--- config.mk ---
export PLATFORM = sky130hd
export DESIGN_NAME = ldpc_ms_decoder
export DESIGN_NICKNAME = d
export VERILOG_FILES = /design/src/rtl/ldpc_ms_pkg.sv /design/src/rtl/ldpc_ms_chk.sv /design/src/rtl/ldpc_ms_var.sv /design/src/rtl/ldpc_ms_decoder.sv
export SDC_FILE = /design/constraint.sdc
export NUM_CORES = 1
export LEC_CHECK = 0
export BUFFER_PORTS_ARGS = -buffer_cell sky130_fd_sc_hd__buf_2
export CAP_MARGIN = 20
export CORE_MARGIN = 8
export CORE_UTILIZATION = 45
export CTS_CLUSTER_DIAMETER = 80
export DETAILED_ROUTE_END_ITERATION = 8
export PLACE_DENSITY = 0.71
export RECOVER_POWER = 100
export SETUP_SLACK_MARGIN = 0.2
export SLEW_MARGIN = 15
export SYNTH_ARGS = -nofsm -noshare
export SYNTH_HDL_FRONTEND = slang
export SYNTH_SLANG_ARGS = --single-unit
export TNS_END_PERCENT = 5
--- constraint.sdc ---
create_clock -name clk -period 11.5 [get_ports clk]
set_input_delay 1.15 -clock clk [delete_from_list [all_inputs] [get_ports clk]]
set_output_delay 1.15 -clock clk [all_outputs]
set_load 0.01 [all_outputs]
--- src/rtl/ldpc_ms_pkg.sv ---
`timescale 1ns/1ps
package ldpc_ms_pkg;
  parameter int MSG_W   = 6;
  parameter int MAG_MAX = (1 << (MSG_W - 1)) - 1;

  typedef logic signed [MSG_W-1:0] msg_t;

  typedef enum logic [2:0] {
    ST_IDLE, ST_INIT, ST_CHK, ST_VAR, ST_DONE
  } dec_st_e;

  // clamp a wide sum to the symmetric message range
  function automatic msg_t sat_msg(input int v);
    if (v > MAG_MAX)  return msg_t'(MAG_MAX);
    if (v < -MAG_MAX) return msg_t'(-MAG_MAX);
    return msg_t'(v);
  endfunction
endpackage

--- src/rtl/ldpc_ms_chk.sv ---
`timescale 1ns/1ps
module ldpc_ms_chk
  import ldpc_ms_pkg::*;
#(
  parameter int N_BITS = 7,
  parameter logic [N_BITS-1:0] ROW = '1
) (
  input  msg_t v_in  [N_BITS],
  output msg_t c_out [N_BITS]
);
  int   min1, min2, min_idx;
  logic par;

  // first and second minimum plus overall sign parity
  always_comb begin
    min1    = MAG_MAX;
    min2    = MAG_MAX;
    min_idx = 0;
    par     = 1'b0;
    for (int i = 0; i < N_BITS; i++) begin
      if (ROW[i]) begin
        int mag;
        mag = (v_in[i] < 0) ? -int'(v_in[i]) : int'(v_in[i]);
        par = par ^ (v_in[i] < 0);
        if (mag < min1) begin
          min2    = min1;
          min1    = mag;
          min_idx = i;
        end else if (mag < min2) begin
          min2 = mag;
        end
      end
    end
  end

  always_comb begin
    for (int i = 0; i < N_BITS; i++) begin
      int m;
      m = (i == min_idx) ? min2 : min1;
      if (!ROW[i])                      c_out[i] = '0;
      else if (par ^ (v_in[i] < 0))     c_out[i] = msg_t'(-m);
      else                              c_out[i] = msg_t'(m);
    end
  end
endmodule

--- src/rtl/ldpc_ms_var.sv ---
`timescale 1ns/1ps
module ldpc_ms_var
  import ldpc_ms_pkg::*;
#(
  parameter int N_CHK = 3,
  parameter logic [N_CHK-1:0] COLM = '1
) (
  input  msg_t llr,
  input  msg_t c_in  [N_CHK],
  output msg_t v_out [N_CHK],
  output msg_t post
);
  int total;

  // full sum then exclusion per edge, saturated
  always_comb begin
    total = int'(llr);
    for (int j = 0; j < N_CHK; j++)
      if (COLM[j]) total = total + int'(c_in[j]);
    post = sat_msg(total);
    for (int j = 0; j < N_CHK; j++)
      v_out[j] = COLM[j] ? sat_msg(total - int'(c_in[j])) : '0;
  end
endmodule

--- src/rtl/ldpc_ms_decoder.sv ---
`timescale 1ns/1ps
module ldpc_ms_decoder
  import ldpc_ms_pkg::*;
#(
  parameter int N_BITS   = 7,
  parameter int N_CHK    = 3,
  parameter logic [N_CHK-1:0][N_BITS-1:0] H = {7'b1001011, 7'b0101101, 7'b0010111},
  parameter int MAX_ITER = 4,
  localparam int IDX_W   = $clog2(N_BITS),
  localparam int IT_W    = $clog2(MAX_ITER + 1)
) (
  input  logic                    clk,
  input  logic                    rst_n,
  input  logic                    llr_valid_i,
  output logic                    llr_ready_o,
  input  logic [IDX_W-1:0]        llr_idx_i,
  input  logic signed [MSG_W-1:0] llr_data_i,
  input  logic                    start_i,
  input  logic                    early_stop_i,
  output logic                    done_o,
  output logic [N_BITS-1:0]       word_o,
  output logic                    parity_ok_o
);
  function automatic logic [N_CHK-1:0] col_mask(input int c);
    logic [N_CHK-1:0] r;
    for (int j = 0; j < N_CHK; j++) r[j] = H[j][c];
    return r;
  endfunction

  dec_st_e         state_q;
  logic [IT_W-1:0] iter_q;
  logic            early_q;
  msg_t            llr_q   [N_BITS];
  msg_t            v2c_q   [N_CHK][N_BITS];
  msg_t            c2v_q   [N_CHK][N_BITS];
  msg_t            chk_out [N_CHK][N_BITS];
  msg_t            col_c2v [N_BITS][N_CHK];
  msg_t            col_v2c [N_BITS][N_CHK];
  msg_t            post    [N_BITS];
  logic [N_BITS-1:0] hard;
  logic            synd_ok;
  logic            finish;

  assign llr_ready_o = (state_q == ST_IDLE);
  assign done_o      = (state_q == ST_DONE);

  for (genvar j = 0; j < N_CHK; j++) begin : g_chk
    ldpc_ms_chk #(.N_BITS(N_BITS), .ROW(H[j])) chk_i (
      .v_in (v2c_q[j]),
      .c_out(chk_out[j])
    );
  end

  for (genvar i = 0; i < N_BITS; i++) begin : g_var
    for (genvar j = 0; j < N_CHK; j++) begin : g_map
      assign col_c2v[i][j] = c2v_q[j][i];
    end
    ldpc_ms_var #(.N_CHK(N_CHK), .COLM(col_mask(i))) var_i (
      .llr  (llr_q[i]),
      .c_in (col_c2v[i]),
      .v_out(col_v2c[i]),
      .post (post[i])
    );
    assign hard[i] = post[i] < 0;
  end

  // syndrome of the current decisions
  always_comb begin
    synd_ok = 1'b1;
    for (int j = 0; j < N_CHK; j++)
      if (^(hard & H[j])) synd_ok = 1'b0;
  end

  assign finish = (int'(iter_q) + 1 >= MAX_ITER) || (early_q && synd_ok);

  always_ff @(posedge clk) begin
    if (!rst_n) begin
      state_q     <= ST_IDLE;
      iter_q      <= '0;
      early_q     <= 1'b0;
      word_o      <= '0;
      parity_ok_o <= 1'b0;
      for (int i = 0; i < N_BITS; i++) begin
        llr_q[i] <= '0;
        for (int j = 0; j < N_CHK; j++) begin
          v2c_q[j][i] <= '0;
          c2v_q[j][i] <= '0;
        end
      end
    end else begin
      if (llr_valid_i && llr_ready_o && int'(llr_idx_i) < N_BITS)
        llr_q[llr_idx_i] <= sat_msg(int'(llr_data_i));
      unique case (state_q)
        ST_IDLE: if (start_i) begin
          state_q <= ST_INIT;
          early_q <= early_stop_i;
          iter_q  <= '0;
        end
        ST_INIT: begin
          for (int j = 0; j < N_CHK; j++)
            for (int i = 0; i < N_BITS; i++)
              v2c_q[j][i] <= H[j][i] ? llr_q[i] : '0;
          state_q <= ST_CHK;
        end
        ST_CHK: begin
          c2v_q   <= chk_out;
          state_q <= ST_VAR;
        end
        ST_VAR: begin
          for (int j = 0; j < N_CHK; j++)
            for (int i = 0; i < N_BITS; i++)
              v2c_q[j][i] <= col_v2c[i][j];
          iter_q <= iter_q + 1'b1;
          if (finish) begin
            word_o      <= hard;
            parity_ok_o <= synd_ok;
            state_q     <= ST_DONE;
          end else begin
            state_q <= ST_CHK;
          end
        end
        ST_DONE: state_q <= ST_IDLE;
        default: state_q <= ST_IDLE;
      endcase
    end
  end

  p_done_pulse_r4: assert property (@(posedge clk) disable iff (!rst_n)
    done_o |=> !done_o);
  p_iter_bound_r4: assert property (@(posedge clk) disable iff (!rst_n)
    int'(iter_q) <= MAX_ITER);
  p_hold_word_r10: assert property (@(posedge clk) disable iff (!rst_n)
    (!$stable(word_o) || !$stable(parity_ok_o)) |-> done_o);
  p_early_ok_r9: assert property (@(posedge clk) disable iff (!rst_n)
    (done_o && early_q && int'(iter_q) < MAX_ITER) |-> parity_ok_o);
  p_no_busy_write_r2: assert property (@(posedge clk) disable iff (!rst_n)
    !llr_ready_o |=> $stable(llr_q[0]));
endmodule

### Word-level counts from Yosys, hierarchy flattened

Memories as Yosys holds them, arrays and structs flattened.
Index checks and enable logic that the tools add are counted.

| storage, ports and cells | value |
|---|---|
| flip-flop bits (word level) | 87 |
| bits in writable memories | 168 |
| input port bits | 14 |
| output and inout bits | 10 |
| word-level logic and storage cells | 528 |
| memories kept | 2 |

Memories:

| memory | words | bits a word | read ports | clocked after Yosys merged registers in | wr ports | line | RTL |
|---|---|---|---|---|---|---|---|
| v2c_q | 3 | 42 | 3 | 0 | 3 | ldpc_ms_decoder.sv:34 | `msg_t v2c_q [N_CHK][N_BITS];` |
| llr_q | 7 | 6 | 7 | 0 | 7 | ldpc_ms_decoder.sv:33 | `msg_t llr_q [N_BITS];` |

| cells by class | value |
|---|---|
| add/sub/neg operators | 50 |
| $lt $le $gt $ge | 82 |
| equal/unequal tests | 14 |
| mux-type cells | 284 |
| bitwise gates (word level) | 63 |
| reductions and logical operators | 16 |

Operators by type and width:

| kind | count |
|---|---|
| $mux W32 | 33 |
| $mux W6 | 158 |
| $lt A32 B6 Y1 const B | 22 |
| $gt A32 B6 Y1 const B | 16 |
| $lt A32 B32 Y1 | 15 |
| $neg A6 Y32 | 12 |
| $sub A32 B6 Y32 | 9 |
| $lt A6 B1 Y1 const B | 19 |
| $logic_not A32 Y1 | 3 |
| $mux W1 | 80 |
| $neg A6 Y6 | 12 |
| $add A6 B6 Y7 | 7 |
| $or A1 B1 Y1 | 42 |
| $add A32 B6 Y32 | 1 |
| $add A7 B6 Y8 | 4 |
| $sub A7 B6 Y8 | 3 |
| $gt A7 B6 Y1 const B | 3 |
| $lt A7 B6 Y1 const B | 3 |
| $mux W3 | 7 |
| $reduce_xor A7 Y1 | 3 |
| $xor A1 B1 Y1 | 21 |
| $eq A2 B3 Y1 const A | 4 |
| $pmux W3 S4 | 1 |
| $eq A3 B3 Y1 const A | 3 |
| other kinds (19) | 28 |

### Longest topological paths before layout

An unclocked memory read counts as a cell.

| depth | value |
|---|---|
| depth after elaboration | 18 |
| mapped depth | 52 |
| mapped depth without buffers | 48 |

### Cells and area by module

A second synthesis with hierarchy kept.

| unflattened totals | value |
|---|---|
| cell total of the unflattened synthesis | 4,838 |
| area total of the unflattened synthesis | 37,801.3 um2 |

By module, submodules not included:

| module | times used | cells an instance | area an instance (um2) | sequential area each (um2) |
|---|---|---|---|---|
| ldpc_ms_decoder | 1 | 1,144 | 11,093.1 | 6,906.6 |
| ldpc_ms_chk (g_chk[1].chk_i) | 1 | 826 | 5,918.2 | 0.0 |
| ldpc_ms_chk (g_chk[0].chk_i) | 1 | 798 | 5,751.8 | 0.0 |
| ldpc_ms_chk (g_chk[2].chk_i) | 1 | 765 | 5,546.6 | 0.0 |
| ldpc_ms_var (g_var[1].var_i ...) | 3 | 217 | 1,585.3 | 0.0 |
| ldpc_ms_var (g_var[0].var_i) | 1 | 298 | 2,277.2 | 0.0 |
| ldpc_ms_var (g_var[4].var_i ...) | 2 | 110 | 759.5 | 0.0 |
| ldpc_ms_var (g_var[5].var_i) | 1 | 136 | 939.7 | 0.0 |

### Worst setup path before layout

No wires, ideal clock.

| path | value |
|---|---|
| path type | flip-flop to flip-flop |
| start point | mem v2c_q[0][38] (netlist name) |
| end point | reg c2v_q[109] (netlist name) |
| library setup time | 0.128 ns |
| arrival | 9.102 ns |
| data required time | 11.372 ns |
| path slack | 2.271 ns |
| stages on the path, launching flop included | 46 |
| buffers on the path | 4 |
| clock period less this slack | 9.229 ns |
| cell sequence | edfxtp_1 or3_1 nor2b_1 mux2i_1 o221a_2 o41ai_1 ha_1 a211oi_1 ha_1 o211ai_1 a21oi_1 o211ai_1 a41o_1 a21o_1 clkbuf_1 mux2i_1 ha_1 a21o_1 [10 not listed] ha_1 a21oi_1 nor2b_1 o21ai_0 o311ai_0 a31oi_1 o211ai_1 a22oi_1 nand3_1 xor2_1 a21o_1 clkbuf_1 mux2i_1 ha_1 nor2_1 a211oi_1 a21oi_1 nor2_1 |

RTL lines:

| item | line | RTL |
|---|---|---|
| from (decl) | ldpc_ms_decoder.sv:34 |  |
| to (signal assigned) | ldpc_ms_decoder.sv:106 | `c2v_q <= chk_out;` |
| to (decl) | ldpc_ms_decoder.sv:35 | `msg_t c2v_q [N_CHK][N_BITS];` |

==> impl_metrics.csv <==
group,metric,value,unit
route,drt-vias-per-instance,5.55,
timing,whs,0.471,ns
worst_setup_path,cp_slowest_cell,"o21ai_0",
floorplan,io_pins,24,
placement,place_congestion,0.978,
yosys,synth_edf_count,66,
yosys,syn_inst,4484,
grt,grt_max_degree,77,
cells_and_area,layout_commonest_cell,"ha_1",
route,routed_wl,95400,um
clock_network,clkTransAtPathRegs,0.06,ns
floorplan,die_x,297,um
timing,worst_clock_skew,0.0225,ns
floorplan,rows,103,
status,status,"finished with violations",
hold_path,hold_class,"reg -> reg",
route,drt_iter0_drc,2001,
placement,dp_cells,6083,
timing,slew_headroom,-76.5,%
timing,period_share,92.0,%
clock_network,clockBufferDepth,3,
route,firstDrtPassIters,5,
cells_and_area,layout_common_cells,"ha_1, conb_1, nor2_1",
yosys,ys_seq_area_share,13.2,%
clock_network,cts-htree-levels,1,
cells_and_area,fillers,7710,
grt,grt_pass1_wl,158000,um
worst_setup_path,crit_path_max_incr_delay,0.79,ns
timing,setup_violations,0,
clock_network,clk-insertion-delay-late,0.54,ns
placement,dp_hpwl,78000,um
worst_setup_path,critPathCaptureType,"flop",
route,post-route-drc-count,0,
floorplan,die_h,297,um
flow_run,drv_cap,4,
yosys,yosys_warnings,0,
yosys,ys_ff_latch,201,
grt,grt_use_total,20.9,%
power,ir_drop,99.5,uV
cells_and_area,drive_above_1_share,3.33,%
clock_network,numCtsBuffers,22,
status,violations,"max-capacitance violations, max-slew violations",
placement,dp_slack,1.07,ns
power,power-per-cell-area,168,mW/mm2
power,p_leak,19.1,nW
timing,setup-tns-final,0,ns
grt,overflow,0,
timing,drv_slew,122,
cells_and_area,stdcell_count,6125,
cells_and_area,fin_nets,5824,
yosys,synth.distinct_cells,108,
worst_setup_path,required,11.89,ns
worst_setup_path,cp-start-kind,"flop",
worst_setup_path,cp_max_fo,31,
route,wl_per_cell,15.6,um
yosys,avgSynthCellArea,7.93,um2
grt,antenna_found_initial,1,
clock_network,cts_tree,"built",
yosys,ys_async_sr_fraction,0,%
route,via_count,33998,
route,ant_nets,0,
timing,layout_setup_ws,0.925,ns
timing,period_minus_slack,10.57,ns
floorplan,fp.coreArea,0.0786,mm2
timing,rsz0062_at_grt,"yes",
worst_setup_path,cp_common_cell,"ha_1",
cells_and_area,finalInstanceArea,0.0398,mm2
placement,placed_cell_area,0.0391,mm2
floorplan,die_area,0.0883,mm2
clock_network,cts.root.buffer_cell,"clkbuf_16",
yosys,netlist_area,0.0356,mm2
timing,fmax,94.6,MHz
yosys,synthFlopType,"dfxtp_1",
floorplan,start_util,45.2,%
worst_setup_path,cp.arrival,10.96,ns
worst_setup_path,crit_type,"reg -> reg",
grt,grt_pass1_vias,32237,
cells_and_area,area_growth,11.9,%
placement,port_buffers,23,
clock_network,cts.sinks,201,
timing,worstMarginPinSlew,2.65,ns
timing,finalHoldViolations,0,
==> worst max-delay path: cells and delay by family (launching register included) <==
family | cells | cell delay [ns]
AOI/OAI and AO/OA | 22 | 6.86
xor gates and xnor gates | 2 | 0.55
adders and majority gates | 6 | 2.00
buffers and inverters | 2 | 0.13
DFF | 1 | 0.40
muxes | 1 | 0.07
and+or+nand+nor | 3 | 0.37
==> Yosys cell counts, types with 10 or more instances <==
| library cell | n | share of area (%) |
|---|---|---|
| nor2_1 | 429 | 4.5 |
| and4_1 | 19 | 0.47 |
| nand2_1 | 340 | 3.6 |
| inv_1 | 303 | 3.2 |
| clkbuf_1 | 104 | 1.1 |
| a31o_2 | 11 | 0.27 |
| or3_1 | 28 | 0.49 |
| o21ai_1 | 12 | 0.17 |
| o22ai_1 | 25 | 0.44 |
| xnor2_1 | 166 | 4.1 |
| dfxtp_1 | 135 | 7.6 |
| o221ai_1 | 10 | 0.25 |
| o31ai_1 | 35 | 0.74 |
| a31oi_1 | 63 | 1.1 |
| mux2_2 | 26 | 0.82 |
| edfxtp_1 | 66 | 5.6 |
| a21oi_1 | 361 | 5.1 |
| o2111ai_1 | 10 | 0.25 |
| a21boi_0 | 13 | 0.27 |
| and3_1 | 30 | 0.53 |
| fa_1 | 114 | 6.4 |
| nand2b_1 | 76 | 1.3 |
| ha_1 | 639 | 22 |
| mux2i_1 | 55 | 1.5 |
| o211ai_1 | 28 | 0.59 |
| and2_1 | 26 | 0.46 |
| a221o_1 | 12 | 0.34 |
| nor2b_1 | 57 | 1.0 |
| buf_1 | 11 | 0.12 |
| a21o_1 | 187 | 3.9 |
| nand3_1 | 96 | 1.4 |
| nor3b_1 | 15 | 0.32 |
| or2_2 | 20 | 0.35 |
| a22oi_1 | 12 | 0.25 |
| a211oi_1 | 83 | 1.8 |
| nand4_1 | 99 | 1.7 |
| nand4b_1 | 16 | 0.39 |
| nor4b_1 | 16 | 0.39 |
| o21bai_1 | 40 | 0.84 |
| o21ai_0 | 224 | 3.2 |
| nor4_1 | 43 | 0.76 |
| xor2_1 | 103 | 2.5 |
| nor3_1 | 87 | 1.2 |
| o21a_1 | 38 | 0.80 |
==> final cells by class <==
| type | count | area [um2] | share of cell area [%] |
|---|---|---|---|
| multi-input cells | 4470 | 31600 | 79.4 |
| flip-flops and latches | 201 | 4680 | 11.8 |
| well taps | 1050 | 1310 | 3.30 |
| inverters | 306 | 1150 | 2.89 |
| clock buffers | 29 | 577 | 1.45 |
| repair buffers | 56 | 329 | 0.827 |
| clock inverters | 11 | 149 | 0.374 |
| diodes | 2 | 5.00 | 0.0126 |
==> state kept, by name (all words and copies together) (netlist names) <==
register and flops:
word_o 7, parity_ok_o 1, early_q 1, c2v_q 72, v2c_q 72, llr_q 42
iter_q 3, state_q 3
==> power breakdown <==
group          internal (mW)  leakage [nW]  switching, mW
logic                   2.08          16.9           2.99
clock network          0.425         0.350          0.312
registers              0.788          1.80         0.0870
total                   3.29          19.1           3.39
==> cells by family (layout without fill, tap and decap cells) <==
family                   after synthesis  in the layout  share of synthesized area [%]
XOR/XNOR                             269            269                           6.62
adder cells (fa/ha/maj)              753            753                           28.9
flip-flops                           201            201                           13.2
multiplexers                          87             87                           2.64
AND/OR/NAND/NOR                     1431           1431                           19.8
other                                  2            620                         0.0211
buffers and inverters                429            402                           4.58
AO/OA/AOI/OAI                       1312           1312                           24.3
==> worst paths after layout <==
| check | start | endpoint | slack, ns | cells after the start |
|---|---|---|---|---|
| setup / recovery | v2c_q[0][78] | c2v_q[67] | 0.93 | 36 |
| hold / removal | early_q | early_q | 0.47 | 2 |
| setup reg to reg | v2c_q[0][78] | c2v_q[67] | 0.93 | 36 |
| hold reg to reg | early_q | early_q | 0.47 | 2 |
==> routing by layer <==
layer	wire length, um	vias to the layer above	global-route usage (%)	part of all wire (%)
li1	-	17082	-	-
met1	43800	15948	27.9	46
met2	43800	837	35.4	46
met3	5930	129	3.01	6.2
met4	1870	2	4.52	2.0
met5	13	-	0	0.014
==> stage by stage <==
stage	power (mW)	util, %
after floorplan	4.83	-
after global placement	5.74	49.8
after detailed placement	5.82	49.8
after CTS	6.58	50.7
after global routing	7.35	50.6
final	6.68	50.6
==> timing repair <==
action,in CTS,in global routing
buffers inserted,0,0
hold buffers,0,0
setup endpoints to repair,0,19
resized for setup,0,5
Power figures use the tool's default switching activity.
